--- config.mk ---
export PLATFORM = sky130hd
export DESIGN_NAME = flash_page_writer
export DESIGN_NICKNAME = d
export VERILOG_FILES = /design/src/rtl/flash_page_writer.sv
export SDC_FILE = /design/constraint.sdc
export NUM_CORES = 1
export LEC_CHECK = 0
export ABC_AREA = 1
export CORE_MARGIN = 2
export CORE_UTILIZATION = 37
export CTS_CLUSTER_DIAMETER = 200
export DETAILED_ROUTE_END_ITERATION = 10
export GPL_ROUTABILITY_DRIVEN = 0
export PLACE_DENSITY_LB_ADDON = 0.3
export SLEW_MARGIN = 20
export SYNTH_ARGS = -nofsm -noshare
export SYNTH_HDL_FRONTEND = slang
export SYNTH_SLANG_ARGS = --single-unit
--- constraint.sdc ---
create_clock -name clk -period 5.85 [get_ports clk]
set_input_delay 1.17 -clock clk [delete_from_list [all_inputs] [get_ports clk]]
set_output_delay 1.17 -clock clk [all_outputs]
set_load 0.05 [all_outputs]
--- src/rtl/flash_page_writer.sv ---
module flash_page_writer #(
  parameter int ADDR_W     = 24,
  parameter int PAGE_BYTES = 256,
  localparam int LEN_W     = ADDR_W + 1,
  localparam int PG_W      = $clog2(PAGE_BYTES),
  localparam int CL_W      = PG_W + 1
) (
  input  logic              clk,
  input  logic              rst_n,
  input  logic              req_start,
  input  logic [ADDR_W-1:0] req_addr,
  input  logic [LEN_W-1:0]  req_len,
  output logic              busy,
  output logic              done,
  output logic              err,
  output logic              cmd_start,
  output logic              cmd_prog,
  output logic [ADDR_W-1:0] cmd_addr,
  output logic [CL_W-1:0]   cmd_len,
  input  logic              cmd_done,
  input  logic              cmd_fail,
  input  logic              byte_take,
  output logic [7:0]        byte_out,
  output logic              poll_start,
  output logic              poll_wip,
  input  logic              poll_done,
  input  logic              poll_fail,
  output logic              fifo_rd,
  input  logic [7:0]        fifo_data,
  input  logic              fifo_empty
);

  localparam logic [LEN_W:0] DEV_END = (LEN_W+1)'(1) << ADDR_W;

  typedef enum logic [3:0] {
    S_IDLE, S_WEN_GO, S_WEN_WT, S_WEL_GO, S_WEL_WT,
    S_PRG_GO, S_PRG_WT, S_WIP_GO, S_WIP_WT
  } state_t;

  state_t            state;
  logic [ADDR_W-1:0] cur_addr;
  logic [LEN_W-1:0]  remain;
  logic [CL_W-1:0]   sent;

  logic [CL_W-1:0]   room;
  logic [CL_W-1:0]   chunk;
  logic [LEN_W:0]    req_end;
  logic              take_ok, underrun, overtake;
  logic [CL_W-1:0]   sent_nx;

  assign room     = CL_W'(PAGE_BYTES) - {1'b0, cur_addr[PG_W-1:0]};
  assign chunk    = (remain < LEN_W'(room)) ? remain[CL_W-1:0] : room;
  assign req_end  = {1'b0, LEN_W'(req_addr)} + {1'b0, req_len};

  assign take_ok  = (state == S_PRG_WT) && byte_take;
  assign fifo_rd  = take_ok && !fifo_empty && (sent != chunk);
  assign underrun = take_ok && fifo_empty;
  assign overtake = take_ok && (sent == chunk);
  assign sent_nx  = sent + CL_W'(fifo_rd);
  assign byte_out = fifo_data;

  assign busy       = (state != S_IDLE);
  assign cmd_start  = (state == S_WEN_GO) || (state == S_PRG_GO);
  assign cmd_prog   = (state == S_PRG_GO) || (state == S_PRG_WT);
  assign cmd_addr   = cur_addr;
  assign cmd_len    = cmd_prog ? chunk : '0;
  assign poll_start = (state == S_WEL_GO) || (state == S_WIP_GO);
  assign poll_wip   = (state == S_WIP_GO) || (state == S_WIP_WT);

  always_ff @(posedge clk or negedge rst_n) begin
    if (!rst_n) begin
      state    <= S_IDLE;
      cur_addr <= '0;
      remain   <= '0;
      sent     <= '0;
      done     <= 1'b0;
      err      <= 1'b0;
    end else begin
      done <= 1'b0;
      err  <= 1'b0;
      unique case (state)
        S_IDLE: if (req_start) begin
          if (req_len == '0) begin
            done <= 1'b1;
          end else if (req_end > DEV_END) begin
            err <= 1'b1;
          end else begin
            cur_addr <= req_addr;
            remain   <= req_len;
            state    <= S_WEN_GO;
          end
        end
        S_WEN_GO: state <= S_WEN_WT;
        S_WEN_WT: if (cmd_done) begin
          if (cmd_fail) begin err <= 1'b1; state <= S_IDLE; end
          else state <= S_WEL_GO;
        end
        S_WEL_GO: state <= S_WEL_WT;
        S_WEL_WT: if (poll_done) begin
          if (poll_fail) begin err <= 1'b1; state <= S_IDLE; end
          else begin sent <= '0; state <= S_PRG_GO; end
        end
        S_PRG_GO: state <= S_PRG_WT;
        S_PRG_WT: begin
          sent <= sent_nx;
          if (underrun || overtake) begin
            err <= 1'b1; state <= S_IDLE;
          end else if (cmd_done) begin
            if (cmd_fail || sent_nx != chunk) begin err <= 1'b1; state <= S_IDLE; end
            else state <= S_WIP_GO;
          end
        end
        S_WIP_GO: state <= S_WIP_WT;
        S_WIP_WT: if (poll_done) begin
          if (poll_fail) begin
            err <= 1'b1; state <= S_IDLE;
          end else begin
            cur_addr <= cur_addr + ADDR_W'(chunk);
            remain   <= remain - LEN_W'(chunk);
            if (remain == LEN_W'(chunk)) begin done <= 1'b1; state <= S_IDLE; end
            else state <= S_WEN_GO;
          end
        end
        default: state <= S_IDLE;
      endcase
    end
  end

endmodule

==> results of run 1 <==
-- repair_timing --
action                                  4_1_cts  5_1_grt
resized for setup                             0        1
hold buffers                                  0        0
endpoints found under the setup margin        0        1
buffers inserted                              0        0
endpoints found under the hold margin         0        0
-- how the worst min path moves through the flow --
| stage | startpoint | end | depth (start not counted) |
|---|---|---|---|
| 3_5_place_dp | cmd_addr[23] | cmd_addr[23] | 2 |
| 5_1_grt | cmd_addr[23] | cmd_addr[23] | 2 |
| 2_1_floorplan | remain[0] | remain[0] | 2 |
| 4_1_cts | cmd_addr[23] | cmd_addr[23] | 2 |
| 6_report | cmd_addr[23] | cmd_addr[23] | 2 |
| 3_3_place_gp | cmd_addr[23] | cmd_addr[23] | 2 |
-- cells in the final DEF (no fill, tap or decap), drive strengths merged, types with 9 or more instances in the layout --
cell | synthesis | final
a21oi | 50 | 50
clkbuf | 13 | 9
clkdlybuf4s50 | 0 | 96
dfrtp | 64 | 64
ha | 53 | 53
inv | 180 | 183
nand2 | 496 | 496
nand3 | 148 | 148
nand4 | 23 | 23
nor2 | 136 | 136
nor3 | 19 | 19
o21ai | 58 | 58
o22ai | 9 | 9
xnor2 | 9 | 9
xor2 | 26 | 26
-- worst max-delay path, delay by kind of cell, from the launching register on --
family	cells	cell delay, ns
compound gates	1	0.34
xor+xnor	2	0.53
fa+ha+maj	4	0.91
buf+inv	4	0.42
flops	1	0.48
simple gates	23	2.54
-- cell type report --
class	count	area, µm²	share of cell area [%]
inverter	181	679	7.26
timing repair buffer	104	1040	11.1
tap	275	344	3.67
multi-input combinational	1073	5400	57.7
clock inverter	7	78.8	0.842
sequential	64	1600	17.1
clock buffer	9	225	2.41
-- routing by layer --
metal / part of all wire, % / vias up / track usage (%)
met5: 0 / - / 0
met4: 3.1 / 0 / 8.40
met3: 7.2 / 54 / 3.11
met2: 46 / 364 / 39.4
met1: 44 / 4037 / 33.0
li1: - / 4496 / -
-- kinds of logic after synthesis --
family / share of synthesized area [%]
compound gates: 9.79
xor+xnor: 3.89
fa+ha+maj: 9.17
buf+inv: 11.3
flops: 20.3
simple gates: 45.5
-- power by group --
part,switching [W],leakage [nW],internal [W]
Combinational,0.00227,4.06,0.00117
Clock,0.000239,0.151,0.000335
Sequential,0.000318,0.803,0.000655
Total,0.00282,5.02,0.00217
-- registers in the layout, indices dropped and copies added, names as in the netlist --
name	flops
sent	9
done	1
cmd_addr	24
remain	25
state	4
err	1
-- metrics by stage --
step	hold WS [ns]	std cells	power, W	util, %	setup slack, ns
6_report	0.529	1713	0.00499	44.7	0.556
5_1_grt	0.559	1713	0.00547	44.7	0.0416
4_1_cts	0.528	1713	0.00496	44.7	0.266
3_5_place_dp	0.510	1697	0.00437	43.2	0.645
3_3_place_gp	0.502	1697	0.00431	43.2	0.777
2_1_floorplan	0.464	1354	0.00343	-	0.831
==> impl_results.html, run 1 <==
<table>
<tr><th>Metric</th><th>Value</th></tr>
<tr><th colspan="2">Outcome</th></tr>
<tr><td>Run status</td><td>finished clean</td></tr>
<tr><th colspan="2">Route</th></tr>
<tr><td>Per-cell via count in the routed design</td><td>about 5.2</td></tr>
<tr><td>1st-pass router iterations</td><td>6</td></tr>
<tr><td>Initial detailed-routing violation count</td><td>roughly 710</td></tr>
<tr><td>Count of antenna-violating nets left after detailed routing</td><td>0</td></tr>
<tr><td>Total number of vias</td><td>between 8000 and 9000</td></tr>
<tr><td>Routed len/inst</td><td>15.6 µm</td></tr>
<tr><td>Drt drc</td><td>0</td></tr>
<tr><td>Drt total wl</td><td>roughly 27 mm</td></tr>
<tr><th colspan="2">Synth</th></tr>
<tr><td>Dominant synthesized flop cell</td><td>sky130_fd_sc_hd__dfrtp_1</td></tr>
<tr><td>Top area cells in the synthesized netlist</td><td>sky130_fd_sc_hd__nand2_1 23%, sky130_fd_sc_hd__dfrtp_1 20%, sky130_fd_sc_hd__nand3_1 9.3%, sky130_fd_sc_hd__inv_1 8.4%, sky130_fd_sc_hd__ha_1 8.4%</td></tr>
<tr><td>Fraction of the yosys area taken by sequential cells</td><td>20.3%</td></tr>
<tr><td>Top cells by count, synth</td><td>485 x sky130_fd_sc_hd__nand2_1, 177 x sky130_fd_sc_hd__inv_1, 146 x sky130_fd_sc_hd__nand3_1</td></tr>
<tr><td>Share of the synthesized area in the top cell type</td><td>about 23%</td></tr>
<tr><td>Count of flip-flops with a built-in enable after synthesis</td><td>0</td></tr>
<tr><td>Cell type with the highest aggregate area in the netlist</td><td>sky130_fd_sc_hd__nand2_1</td></tr>
<tr><td>Flip-flop and latch count after synthesis</td><td>between 60 and 70</td></tr>
<tr><td>Syn Std Cell Area</td><td>just under 0.008 mm²</td></tr>
<tr><td>Count leader, synth</td><td>sky130_fd_sc_hd__nand2_1</td></tr>
<tr><td>Post-Syn Area per Cell</td><td>5.82 µm²</td></tr>
<tr><td>Asr flop ratio synth</td><td>100%</td></tr>
<tr><td>Post-Synthesis Cells</td><td>approximately 1400</td></tr>
<tr><td>Synth Warn #</td><td>0</td></tr>
<tr><td>Nets in the synthesized netlist</td><td>1476</td></tr>
<tr><td>Count of cell types in the netlist</td><td>46</td></tr>
<tr><th colspan="2">Setup path</th></tr>
<tr><td>Worst setup path endpoint</td><td>state[1]</td></tr>
<tr><td>Capture point of the worst reg-to-reg path</td><td>state[1]</td></tr>
<tr><td>Crit. Startpoint</td><td>cmd_addr[0]</td></tr>
<tr><td>Worst Reg2Reg Path Length in Cells</td><td>34</td></tr>
<tr><td>Data required time of the critical path</td><td>between 6 and 7 ns</td></tr>
<tr><td>Cell with the most instances on the worst path</td><td>sky130_fd_sc_hd__nand2_1</td></tr>
<tr><td>Crit path max-delay cell type</td><td>sky130_fd_sc_hd__dfrtp_1</td></tr>
<tr><td>Capturing element type of the critical path</td><td>flip-flop</td></tr>
<tr><td>Type of origin of the critical path</td><td>flip-flop</td></tr>
<tr><td>Data arrival, critical path</td><td>5.58 ns</td></tr>
<tr><td>Type of the setup path with the least slack</td><td>reg -&gt; reg</td></tr>
<tr><td>Stage delay of the slowest cell on the critical path</td><td>~0.48 ns</td></tr>
<tr><td>Critical path peak fanout</td><td>17</td></tr>
<tr><td>R2R setup slack</td><td>about 0.56 ns</td></tr>
<tr><td>Worst r2r src</td><td>cmd_addr[0]</td></tr>
<tr><th colspan="2">GRT</th></tr>
<tr><td>First-pass GRT wire length</td><td>around 43 mm</td></tr>
<tr><td>GRT Overall Usage</td><td>24.2%</td></tr>
<tr><td>Overall overflow remaining after global route</td><td>0</td></tr>
<tr><td>Antenna violations before repair</td><td>0</td></tr>
<tr><td>Largest net degree at the start of global routing</td><td>70</td></tr>
<tr><td>Vias in the first global route</td><td>about 8200</td></tr>
<tr><th colspan="2">STA</th></tr>
<tr><td>Pins Over Slew Limit</td><td>0</td></tr>
<tr><td>Slew margin rel.</td><td>40.5%</td></tr>
<tr><td>Count of final hold-check violations</td><td>0</td></tr>
<tr><td>Max frequency</td><td>~190 MHz</td></tr>
<tr><td>Slew at the pin with the worst max-slew slack</td><td>0.892 ns</td></tr>
<tr><td>Setup repair after global routing missed its margin</td><td>no</td></tr>
<tr><td>Final-report setup violation count</td><td>0</td></tr>
<tr><td>Clock skew</td><td>roughly 0.013 ns</td></tr>
<tr><td>Setup total negative slack</td><td>0 ns</td></tr>
<tr><td>Post-layout minimum cycle time</td><td>approximately 5.3 ns</td></tr>
<tr><td>Final worst-path cycle share</td><td>between 90 and 100%</td></tr>
<tr><th colspan="2">Clocking</th></tr>
<tr><td>Total clock buffers created by CTS</td><td>9</td></tr>
<tr><td>CTS HTree Levels</td><td>3</td></tr>
<tr><td>Clock tree from TritonCTS</td><td>done</td></tr>
<tr><td>Skew-Pair Late Insertion Delay</td><td>around 0.36 ns</td></tr>
<tr><td>Clock-pin transition on the worst setup and hold timing paths</td><td>~0.07 ns</td></tr>
<tr><td>Clock tree root buffer cell</td><td>sky130_fd_sc_hd__clkbuf_16</td></tr>
<tr><td>Number of buffers on the longest clock path</td><td>2</td></tr>
<tr><td>TritonCTS Sinks</td><td>64</td></tr>
<tr><th colspan="2">Placement</th></tr>
<tr><td>DPL Wire Length</td><td>~21 mm</td></tr>
<tr><td>Port Buffer Count</td><td>98</td></tr>
<tr><td>Post-Place Cell Area</td><td>between 0.009 and 0.01 mm²</td></tr>
<tr><th colspan="2">Die</th></tr>
<tr><td>Die outline area</td><td>around 0.022 mm²</td></tr>
<tr><td>Die height</td><td>~150 µm</td></tr>
<tr><td>Floorplan core area</td><td>0.0210 mm²</td></tr>
<tr><td>I/O pin count</td><td>approximately 120</td></tr>
<tr><td># rows</td><td>between 50 and 60</td></tr>
<tr><td>Starting Density</td><td>37.6%</td></tr>
<tr><td>Chip width</td><td>150 µm</td></tr>
<tr><th colspan="2">Cells and area</th></tr>
<tr><td>FILL cells</td><td>approximately 2200</td></tr>
<tr><td>Final nets</td><td>between 1500 and 2000</td></tr>
<tr><td>N_diodes</td><td>0</td></tr>
<tr><td>Fraction of final layout cells with drive strength greater than 1</td><td>approximately 4%</td></tr>
<tr><td>Area of all placed cells without fillers</td><td>approximately 0.0094 mm²</td></tr>
<tr><td>Synth-to-Final Area Change</td><td>18.7%</td></tr>
<tr><th colspan="2">Hold path</th></tr>
<tr><td>Hold Path Class</td><td>reg -&gt; reg</td></tr>
<tr><th colspan="2">Pwr</th></tr>
<tr><td>Cell area power density</td><td>roughly 530 mW/mm²</td></tr>
<tr><td>Maximum VDD drop</td><td>between 0.0002 and 0.0003 V</td></tr>
<tr><td>Leak</td><td>~5 nW</td></tr>
<tr><th colspan="2">Flow run</th></tr>
<tr><td>Count of maximum capacitance violations</td><td>0</td></tr>
</table>
No activity file was read; power rests on OpenSTA's default activity.
==> run 2, diff against run 1 <==
--- a/config.mk
+++ b/config.mk
@@ -9,6 +9,7 @@
 export CORE_MARGIN = 2
 export CORE_UTILIZATION = 37
 export CTS_CLUSTER_DIAMETER = 200
+export CTS_CLUSTER_SIZE = 30
 export DETAILED_ROUTE_END_ITERATION = 10
 export GPL_ROUTABILITY_DRIVEN = 0
 export PLACE_DENSITY_LB_ADDON = 0.3
==> constraint.sdc (replaced) <==
create_clock -name clk -period 4.3 [get_ports clk]
set_input_delay 0.86 -clock clk [delete_from_list [all_inputs] [get_ports clk]]
set_output_delay 0.86 -clock clk [all_outputs]
set_load 0.05 [all_outputs]
==> run 2 against run 1 <==
  * The flow now finishes with violations (negative setup slack)
  * Maximum frequency is 18% higher
  * Sequential power is 38% higher
  * Register-to-register slack got worse by 0.74 ns
  * Worst hold slack got worse by 0.017 ns
  * Critical path depth up 1
  * Cell count grew 6.4%
  * Sequential cell count stayed put
==> impl_results.html, run 2 (synthesized netlist as in run 1, its figures left out) <==
<table>
<tr><th>Metric</th><th>Value</th></tr>
<tr><th colspan="2">Outcome</th></tr>
<tr><td>Run status</td><td>finished with violations (was finished clean)</td></tr>
<tr><td>Failing checks</td><td>negative setup slack</td></tr>
<tr><th colspan="2">Route</th></tr>
<tr><td>Drt drc</td><td>0 (unchanged)</td></tr>
<tr><td>Drt total wl</td><td>29.1 mm (was 26.7 mm)</td></tr>
<tr><td>1st-pass router iterations</td><td>6 (unchanged)</td></tr>
<tr><td>Count of antenna-violating nets left after detailed routing</td><td>0 (unchanged)</td></tr>
<tr><td>Per-cell via count in the routed design</td><td>5.28 (was 5.23)</td></tr>
<tr><td>Initial detailed-routing violation count</td><td>767 (was 707)</td></tr>
<tr><td>Total number of vias</td><td>9624 (was 8951)</td></tr>
<tr><td>Routed len/inst</td><td>16.0 µm (was 15.6 µm)</td></tr>
<tr><th colspan="2">Die</th></tr>
<tr><td>Chip width</td><td>150 µm (unchanged)</td></tr>
<tr><td>Starting Density</td><td>37.6% (unchanged)</td></tr>
<tr><td>Die outline area</td><td>0.0225 mm² (unchanged)</td></tr>
<tr><td>Die height</td><td>150 µm (unchanged)</td></tr>
<tr><td>Floorplan core area</td><td>0.0210 mm² (unchanged)</td></tr>
<tr><td># rows</td><td>53 (unchanged)</td></tr>
<tr><td>I/O pin count</td><td>115 (unchanged)</td></tr>
<tr><th colspan="2">Placement</th></tr>
<tr><td>Port Buffer Count</td><td>98 (unchanged)</td></tr>
<tr><td>Post-placement setup slack</td><td>-0.169 ns (was 0.645 ns)</td></tr>
<tr><td>DPL Wire Length</td><td>22.2 mm (was 21.1 mm)</td></tr>
<tr><th colspan="2">GRT</th></tr>
<tr><td>Antenna violations before repair</td><td>0 (unchanged)</td></tr>
<tr><td>Vias in the first global route</td><td>8970 (was 8249)</td></tr>
<tr><td>First-pass GRT wire length</td><td>45.4 mm (was 42.9 mm)</td></tr>
<tr><td>GRT Overall Usage</td><td>25.7% (was 24.2%)</td></tr>
<tr><td>Largest net degree at the start of global routing</td><td>70 (unchanged)</td></tr>
<tr><td>Overall overflow remaining after global route</td><td>0 (unchanged)</td></tr>
<tr><th colspan="2">Pwr</th></tr>
<tr><td>Maximum VDD drop</td><td>0.000430 V (was 0.000269 V)</td></tr>
<tr><td>Cell area power density</td><td>779 mW/mm² (was 533 mW/mm²)</td></tr>
<tr><td>Leak</td><td>5.64 nW (was 5.02 nW)</td></tr>
<tr><th colspan="2">Clocking</th></tr>
<tr><td>Cts hold-fix bufs</td><td>0 (unchanged)</td></tr>
<tr><td>Clock tree root buffer cell</td><td>sky130_fd_sc_hd__clkbuf_16 (unchanged)</td></tr>
<tr><td>Number of buffers on the longest clock path</td><td>2 (unchanged)</td></tr>
<tr><td>Total clock buffers created by CTS</td><td>9 (unchanged)</td></tr>
<tr><td>Skew-Pair Late Insertion Delay</td><td>0.35 ns (was 0.36 ns)</td></tr>
<tr><td>CTS HTree Levels</td><td>3 (unchanged)</td></tr>
<tr><td>Clock tree from TritonCTS</td><td>done (unchanged)</td></tr>
<tr><td>Clock-pin transition on the worst setup and hold timing paths</td><td>0.06 ns (was 0.07 ns)</td></tr>
<tr><td>TritonCTS Sinks</td><td>64 (unchanged)</td></tr>
<tr><th colspan="2">Setup path</th></tr>
<tr><td>Cell with the most instances on the worst path</td><td>sky130_fd_sc_hd__nand2_1 (unchanged)</td></tr>
<tr><td>Capturing element type of the critical path</td><td>flip-flop (unchanged)</td></tr>
<tr><td>Critical path peak fanout</td><td>6 (was 17)</td></tr>
<tr><td>Data arrival, critical path</td><td>4.78 ns (was 5.58 ns)</td></tr>
<tr><td>Stage delay of the slowest cell on the critical path</td><td>0.40 ns (was 0.48 ns)</td></tr>
<tr><td>Crit path max-delay cell type</td><td>sky130_fd_sc_hd__dfrtp_2 (was sky130_fd_sc_hd__dfrtp_1)</td></tr>
<tr><td>Type of origin of the critical path</td><td>flip-flop (unchanged)</td></tr>
<tr><td>Data required time of the critical path</td><td>4.59 ns (was 6.14 ns)</td></tr>
<tr><td>Type of the setup path with the least slack</td><td>reg -&gt; reg (unchanged)</td></tr>
<tr><th colspan="2">STA</th></tr>
<tr><td>Final-report setup violation count</td><td>6 (was 0)</td></tr>
<tr><td>Setup repair after global routing missed its margin</td><td>yes (was no)</td></tr>
<tr><td>Clock skew</td><td>0.00734 ns (was 0.0130 ns)</td></tr>
<tr><td>Count of final hold-check violations</td><td>0 (unchanged)</td></tr>
<tr><td>Final worst-path cycle share</td><td>104% (was 90.5%)</td></tr>
<tr><td>Pins Over Slew Limit</td><td>0 (unchanged)</td></tr>
<tr><td>Post-layout minimum cycle time</td><td>4.49 ns (was 5.29 ns)</td></tr>
<tr><td>Worst Setup Slack, final</td><td>-0.187 ns (was 0.556 ns)</td></tr>
<tr><td>Setup total negative slack</td><td>-0.824 ns (was 0 ns)</td></tr>
<tr><td>Max frequency</td><td>223 MHz (was 189 MHz)</td></tr>
<tr><td>Slew margin rel.</td><td>38.7% (was 40.5%)</td></tr>
<tr><td>Slew at the pin with the worst max-slew slack</td><td>0.919 ns (was 0.892 ns)</td></tr>
<tr><th colspan="2">Cells and area</th></tr>
<tr><td>FILL cells</td><td>2141 (was 2246)</td></tr>
<tr><td>Final nets</td><td>1665 (was 1555)</td></tr>
<tr><td>Largest register by flop count</td><td>remain (unchanged)</td></tr>
<tr><td>N_diodes</td><td>0 (unchanged)</td></tr>
<tr><td>Area of combinational cells with multiple inputs</td><td>0.00596 mm² (was 0.00540 mm²)</td></tr>
<tr><td>Top library cells by usage in the layout, fill and taps aside</td><td>453 x sky130_fd_sc_hd__nand2_1, 168 x sky130_fd_sc_hd__inv_1, 133 x sky130_fd_sc_hd__nand3_1, 116 x sky130_fd_sc_hd__nor2_1, 109 x sky130_fd_sc_hd__buf_4 (was 485 x sky130_fd_sc_hd__nand2_1, 177 x sky130_fd_sc_hd__inv_1, 146 x sky130_fd_sc_hd__nand3_1, 127 x sky130_fd_sc_hd__nor2_1, 96 x sky130_fd_sc_hd__clkdlybuf4s50_1)</td></tr>
<tr><td>Combined flip-flop and latch cell area</td><td>0.00161 mm² (was 0.00160 mm²)</td></tr>
<tr><td>Synth-to-Final Area Change</td><td>36.8% (was 18.7%)</td></tr>
<tr><td>Leading cell type in the layout, fill and taps excluded</td><td>sky130_fd_sc_hd__nand2_1 (unchanged)</td></tr>
<tr><td>Number of flip-flops in the largest register</td><td>25 (unchanged)</td></tr>
<tr><td>Fraction of final layout cells with drive strength greater than 1</td><td>18.1% (was 3.96%)</td></tr>
<tr><th colspan="2">Hold path</th></tr>
<tr><td>Hold Path Class</td><td>reg -&gt; reg (unchanged)</td></tr>
<tr><th colspan="2">Flow run</th></tr>
<tr><td>Count of maximum capacitance violations</td><td>0 (unchanged)</td></tr>
</table>
==> run 2: cell count changes in the layout (fill, tap and decap cells not counted), moves of 10 or more <==
cell / before / now
sky130_fd_sc_hd__buf_4: 5 / 109
sky130_fd_sc_hd__buf_6: 0 / 10
sky130_fd_sc_hd__clkdlybuf4s50_1: 96 / 86
sky130_fd_sc_hd__ha_1: 53 / 43
sky130_fd_sc_hd__nand2_1: 485 / 453
sky130_fd_sc_hd__nand2_2: 9 / 29
sky130_fd_sc_hd__nand2_4: 2 / 16
sky130_fd_sc_hd__nand3_1: 146 / 133
sky130_fd_sc_hd__nand3_2: 2 / 13
sky130_fd_sc_hd__nor2_1: 127 / 116
sky130_fd_sc_hd__o21ai_0: 58 / 47
sky130_fd_sc_hd__o21ai_1: 0 / 10
==> run 2: area by class of cell <==
class | instances | area share (%)
Multi-Input combinational cell | 1075 | 55.2
Timing Repair Buffer | 212 | 17.8
Sequential cell | 64 | 14.9
Inverter | 181 | 6.38
Tap cell | 275 | 3.19
Clock buffer | 12 | 2.38
Clock inverter | 3 | 0.162
==> run 2: timing repair <==
action	CTS	global route
endpoints found under the setup margin	15	38
gates cloned	3	0
resized for setup	36	99
buffers inserted	16	10
hold endpoints to repair	0	0
pin swaps	21	59
==> run 2: through the flow <==
stage	hold slack (ns)	cell area, µm²	std cells	util (%)	power (W)
after floorplan	0.464	7970	1354	-	0.00472
after global placement	0.497	9780	1778	46.7	0.00663
after detailed placement	0.503	9780	1778	46.7	0.00668
after CTS	0.516	10300	1812	49.4	0.00768
after global routing	0.554	10800	1822	51.5	0.00907
final	0.512	10800	1822	51.5	0.00841
==> run 2: worst max-delay path: cells and delay by family (launching register included) <==
family / cells / cell delay [ns]
DFF: 1 / 0.40
adders and majority gates: 4 / 0.81
AOI/OAI and AO/OA: 1 / 0.24
buffers and inverters: 4 / 0.44
and+or+nand+nor: 24 / 2.19
xor gates and xnor gates: 2 / 0.33
==> run 2: final timing paths <==
check,startpoint,to,slack [ns],cells past startpoint
max in group asynchronous,rst_n,cmd_addr[1],2.68,2
max reg2reg,cmd_addr[0],state[1],-0.19,35
max,cmd_addr[0],state[1],-0.19,35
min reg2reg,cmd_addr[8],cmd_addr[8],0.51,2
min in group asynchronous,rst_n,sent[0],0.57,1
min,cmd_addr[8],cmd_addr[8],0.51,2
==> run 2: power breakdown <==
group	total (W)	internal, W	switching (W)
combinational	0.00636	0.00261	0.00375
sequential	0.00134	0.000895	0.000446
clock	0.000708	0.000416	0.000292
==> run 2: metal layers <==
| layer | share of wire [%] | vias up | global-route usage (%) |
|---|---|---|---|
| met5 | 0 | - | 0 |
| met4 | 5.1 | 0 | 13.8 |
| met3 | 7.2 | 91 | 3.90 |
| met2 | 46 | 375 | 41.8 |
| met1 | 41 | 4436 | 32.8 |
| li1 | - | 4722 | - |
==> run 3, diff against run 2 <==
--- a/config.mk
+++ b/config.mk
@@ -6,6 +6,7 @@
 export NUM_CORES = 1
 export LEC_CHECK = 0
 export ABC_AREA = 1
+export CORE_ASPECT_RATIO = 0.9
 export CORE_MARGIN = 2
 export CORE_UTILIZATION = 37
 export CTS_CLUSTER_DIAMETER = 200
==> run 3 against run 2 <==
  * The flow still finishes with violations (negative setup slack)
  * Combinational power about the same
  * Non-clock buffer count up 6
  * Die area about the same
  * Wire length down 0.36%
  * Sequential cell count unchanged
  * First-iteration DRC count down 8.0%
  * Power up 0.55%
  * Global-route usage about the same
  * Critical path type unchanged
  * Largest cell class unchanged
==> impl_results.html, run 3 (synthesized netlist as in run 1, its figures left out) <==
<table>
<tr><th>Metric</th><th>Value</th></tr>
<tr><th colspan="2">GRT</th></tr>
<tr><td>Antenna violations before repair</td><td>0 (unchanged)</td></tr>
<tr><td>Overall overflow remaining after global route</td><td>0 (unchanged)</td></tr>
<tr><td>GRT Overall Usage</td><td>25.7% (about the same)</td></tr>
<tr><td>Largest net degree at the start of global routing</td><td>70 (unchanged)</td></tr>
<tr><td>Vias in the first global route</td><td>8860 (was 8970)</td></tr>
<tr><td>GR Util met3</td><td>3.84% (was 3.90%)</td></tr>
<tr><td>Most used routing layer in global routing</td><td>met2 (unchanged)</td></tr>
<tr><td>Met2 routing resource usage after global routing</td><td>41.1% (was 41.8%)</td></tr>
<tr><td>First-pass GRT wire length</td><td>45.5 mm (was 45.4 mm)</td></tr>
<tr><td>Met1 usage</td><td>35.0% (was 32.8%)</td></tr>
<tr><th colspan="2">Die</th></tr>
<tr><td># rows</td><td>50 (was 53)</td></tr>
<tr><td>Starting Density</td><td>37.8% (was 37.6%)</td></tr>
<tr><td>Die height</td><td>142 µm (was 150 µm)</td></tr>
<tr><td>Die outline area</td><td>0.0225 mm² (about the same)</td></tr>
<tr><td>Chip width</td><td>158 µm (was 150 µm)</td></tr>
<tr><td>I/O pin count</td><td>115 (unchanged)</td></tr>
<tr><td>Floorplan core area</td><td>0.0208 mm² (was 0.0210 mm²)</td></tr>
<tr><th colspan="2">Clocking</th></tr>
<tr><td>Total clock buffers created by CTS</td><td>9 (unchanged)</td></tr>
<tr><td>Clock-pin transition on the worst setup and hold timing paths</td><td>0.06 ns (about the same)</td></tr>
<tr><td>Clock tree from TritonCTS</td><td>done (unchanged)</td></tr>
<tr><td>TritonCTS Sinks</td><td>64 (unchanged)</td></tr>
<tr><td>Clock tree root buffer cell</td><td>sky130_fd_sc_hd__clkbuf_16 (unchanged)</td></tr>
<tr><td>Cts hold-fix bufs</td><td>0 (unchanged)</td></tr>
<tr><td>Number of buffers on the longest clock path</td><td>2 (unchanged)</td></tr>
<tr><td>Skew-Pair Late Insertion Delay</td><td>0.35 ns (about the same)</td></tr>
<tr><td>CTS HTree Levels</td><td>3 (unchanged)</td></tr>
<tr><th colspan="2">Route</th></tr>
<tr><td>Total number of vias</td><td>9568 (was 9624)</td></tr>
<tr><td>Initial detailed-routing violation count</td><td>706 (was 767)</td></tr>
<tr><td>1st-pass router iterations</td><td>5 (was 6)</td></tr>
<tr><td>Drt drc</td><td>0 (unchanged)</td></tr>
<tr><td>Routed len/inst</td><td>15.8 µm (was 16.0 µm)</td></tr>
<tr><td>Per-cell via count in the routed design</td><td>5.20 (was 5.28)</td></tr>
<tr><td>Drt total wl</td><td>29.0 mm (was 29.1 mm)</td></tr>
<tr><td>Count of antenna-violating nets left after detailed routing</td><td>0 (unchanged)</td></tr>
<tr><th colspan="2">STA</th></tr>
<tr><td>Setup total negative slack</td><td>-1.37 ns (was -0.824 ns)</td></tr>
<tr><td>Post-layout minimum cycle time</td><td>4.62 ns (was 4.49 ns)</td></tr>
<tr><td>Final worst-path cycle share</td><td>107% (was 104%)</td></tr>
<tr><td>Max frequency</td><td>217 MHz (was 223 MHz)</td></tr>
<tr><td>Pins Over Slew Limit</td><td>0 (unchanged)</td></tr>
<tr><td>Final-report setup violation count</td><td>8 (was 6)</td></tr>
<tr><td>Slew margin rel.</td><td>40.1% (was 38.7%)</td></tr>
<tr><td>Setup repair after global routing missed its margin</td><td>yes (unchanged)</td></tr>
<tr><td>Count of final hold-check violations</td><td>0 (unchanged)</td></tr>
<tr><td>Slew at the pin with the worst max-slew slack</td><td>0.898 ns (was 0.919 ns)</td></tr>
<tr><td>Clock skew</td><td>0.00995 ns (was 0.00734 ns)</td></tr>
<tr><td>Worst Setup Slack, final</td><td>-0.316 ns (was -0.187 ns)</td></tr>
<tr><th colspan="2">Setup path</th></tr>
<tr><td>Capture point of the worst reg-to-reg path</td><td>state[2] (was state[1])</td></tr>
<tr><td>Crit path max-delay cell type</td><td>sky130_fd_sc_hd__dfrtp_2 (unchanged)</td></tr>
<tr><td>Data arrival, critical path</td><td>4.90 ns (was 4.78 ns)</td></tr>
<tr><td>Worst r2r src</td><td>cmd_addr[2] (was cmd_addr[0])</td></tr>
<tr><td>Stage delay of the slowest cell on the critical path</td><td>0.43 ns (was 0.40 ns)</td></tr>
<tr><td>R2R setup slack</td><td>-0.32 ns (was -0.19 ns)</td></tr>
<tr><td>Data required time of the critical path</td><td>4.58 ns (was 4.59 ns)</td></tr>
<tr><td>Type of the setup path with the least slack</td><td>reg -&gt; reg (unchanged)</td></tr>
<tr><td>Cell with the most instances on the worst path</td><td>sky130_fd_sc_hd__nand2_1 (unchanged)</td></tr>
<tr><td>Worst Reg2Reg Path Length in Cells</td><td>35 (unchanged)</td></tr>
<tr><td>Type of origin of the critical path</td><td>flip-flop (unchanged)</td></tr>
<tr><td>Critical path peak fanout</td><td>7 (was 6)</td></tr>
<tr><td>Capturing element type of the critical path</td><td>flip-flop (unchanged)</td></tr>
<tr><th colspan="2">Pwr</th></tr>
<tr><td>Logic gate share of total power</td><td>75.3% (was 75.6%)</td></tr>
<tr><td>Cell area power density</td><td>773 mW/mm² (was 779 mW/mm²)</td></tr>
<tr><td>Leak</td><td>5.64 nW (about the same)</td></tr>
<tr><td>Int Pwr</td><td>0.00396 W (was 0.00392 W)</td></tr>
<tr><td>Switching power of the nets</td><td>0.00449 W (about the same)</td></tr>
<tr><td>Part of the power in registers</td><td>15.8% (was 15.9%)</td></tr>
<tr><td>Share of power burned in the clock network</td><td>8.9% (was 8.4%)</td></tr>
<tr><td>Fraction of power spent switching nets</td><td>53.1% (was 53.3%)</td></tr>
<tr><td>Maximum VDD drop</td><td>0.000417 V (was 0.000430 V)</td></tr>
<tr><th colspan="2">Cells and area</th></tr>
<tr><td>Fraction of final layout cells with drive strength greater than 1</td><td>19.1% (was 18.1%)</td></tr>
<tr><td>Synth-to-Final Area Change</td><td>38.7% (was 36.8%)</td></tr>
<tr><td>N_diodes</td><td>0 (unchanged)</td></tr>
<tr><td>Area of all placed cells without fillers</td><td>0.0109 mm² (was 0.0108 mm²)</td></tr>
<tr><td>Number of flip-flops in the largest register</td><td>25 (unchanged)</td></tr>
<tr><td>Final nets</td><td>1670 (was 1665)</td></tr>
<tr><td>Top library cells by usage in the layout, fill and taps aside</td><td>451 x sky130_fd_sc_hd__nand2_1, 167 x sky130_fd_sc_hd__inv_1, 132 x sky130_fd_sc_hd__nand3_1, 115 x sky130_fd_sc_hd__nor2_1, 112 x sky130_fd_sc_hd__buf_4 (was 453 x sky130_fd_sc_hd__nand2_1, 168 x sky130_fd_sc_hd__inv_1, 133 x sky130_fd_sc_hd__nand3_1, 116 x sky130_fd_sc_hd__nor2_1, 109 x sky130_fd_sc_hd__buf_4)</td></tr>
<tr><td>Largest register by flop count</td><td>remain (unchanged)</td></tr>
<tr><td>Leading cell type in the layout, fill and taps excluded</td><td>sky130_fd_sc_hd__nand2_1 (unchanged)</td></tr>
<tr><th colspan="2">Outcome</th></tr>
<tr><td>Failing checks</td><td>negative setup slack (unchanged)</td></tr>
<tr><td>Run status</td><td>finished with violations (unchanged)</td></tr>
<tr><th colspan="2">Placement</th></tr>
<tr><td>DPL Wire Length</td><td>22.2 mm (about the same)</td></tr>
<tr><td>Post-Place Cell Area</td><td>0.00982 mm² (was 0.00978 mm²)</td></tr>
<tr><td>Port Buffer Count</td><td>98 (unchanged)</td></tr>
<tr><th colspan="2">Hold path</th></tr>
<tr><td>Hold Path Class</td><td>in -&gt; async (was reg -&gt; reg)</td></tr>
<tr><th colspan="2">Flow run</th></tr>
<tr><td>Count of maximum capacitance violations</td><td>0 (unchanged)</td></tr>
</table>
==> run 3: cell types whose count changed in the layout (fill, tap and decap cells not counted), sizes merged <==
cell	delta
buf	+6
bufinv	+1
clkinvlp	+1
nand2	-1
clkbuf	-3
clkinv	+2
==> run 3: critical path: cells and delay by family, from the launching register on <==
family,cells,cell delay (ns)
buf+inv,3,0.39
xor+xnor,2,0.38
compound gates,1,0.34
fa+ha+maj,3,0.56
flops,1,0.43
simple gates,26,2.45
==> run 3: power by group through the flow <==
stage / Combinational (W) / Sequential [W] / Clock [W]
2_1_floorplan: 0.00313 / 0.00160 / 0
3_3_place_gp: 0.00529 / 0.00129 / 0
3_5_place_dp: 0.00537 / 0.00129 / 0
4_1_cts: 0.00560 / 0.00130 / 0.000769
5_1_grt: 0.00695 / 0.00138 / 0.000788
6_report: 0.00637 / 0.00133 / 0.000756
==> run 3: repair_timing <==
| action | in CTS | in global routing |
|---|---|---|
| gates cloned | 1 | 0 |
| gates resized for setup | 40 | 105 |
| setup buffers | 17 | 11 |
| endpoints found under the setup margin | 25 | 39 |
| pin swaps | 40 | 46 |
==> run 3: layout make-up <==
cell class / count / area, µm²
Tap cell: 286 / 358
Fill cell: 2071 / 9890
Inverter: 181 / 686
Multi-Input combinational cell: 1074 / 6030
Timing Repair Buffer: 218 / 1960
Clock inverter: 7 / 72.6
Clock buffer: 9 / 225
Sequential cell: 64 / 1610
==> run 3: layer usage <==
| metal | up-vias | share of wire [%] | wire length [µm] |
|---|---|---|---|
| met5 | - | 0 | 0 |
| met1 | 4397 | 44 | 12600 |
| met4 | 0 | 3.8 | 1110 |
| met3 | 87 | 6.8 | 1970 |
| met2 | 361 | 46 | 13300 |
| li1 | 4723 | - | - |
==> run 3: worst max-delay path by stage <==
stage	from	end	depth (start not counted)
6_report	cmd_addr[2]	state[2]	35
5_1_grt	cmd_addr[2]	state[2]	36
4_1_cts	cmd_addr[0]	state[1]	35
3_5_place_dp	cmd_addr[0]	state[2]	33
3_3_place_gp	cmd_addr[0]	state[2]	33
2_1_floorplan	cmd_addr[0]	state[2]	36
==> run 3: stage by stage <==
stage	hold WS, ns	setup WS [ns]	utilization [%]	power, W	instances
5_1_grt	0.340	-0.546	52.5	0.00912	1839
2_1_floorplan	0.464	-0.238	-	0.00472	1354
6_report	0.331	-0.316	52.5	0.00846	1839
3_5_place_dp	0.501	-0.275	47.1	0.00666	1794
3_3_place_gp	0.490	-0.186	47.1	0.00659	1794
4_1_cts	0.331	-0.0861	50.0	0.00766	1828
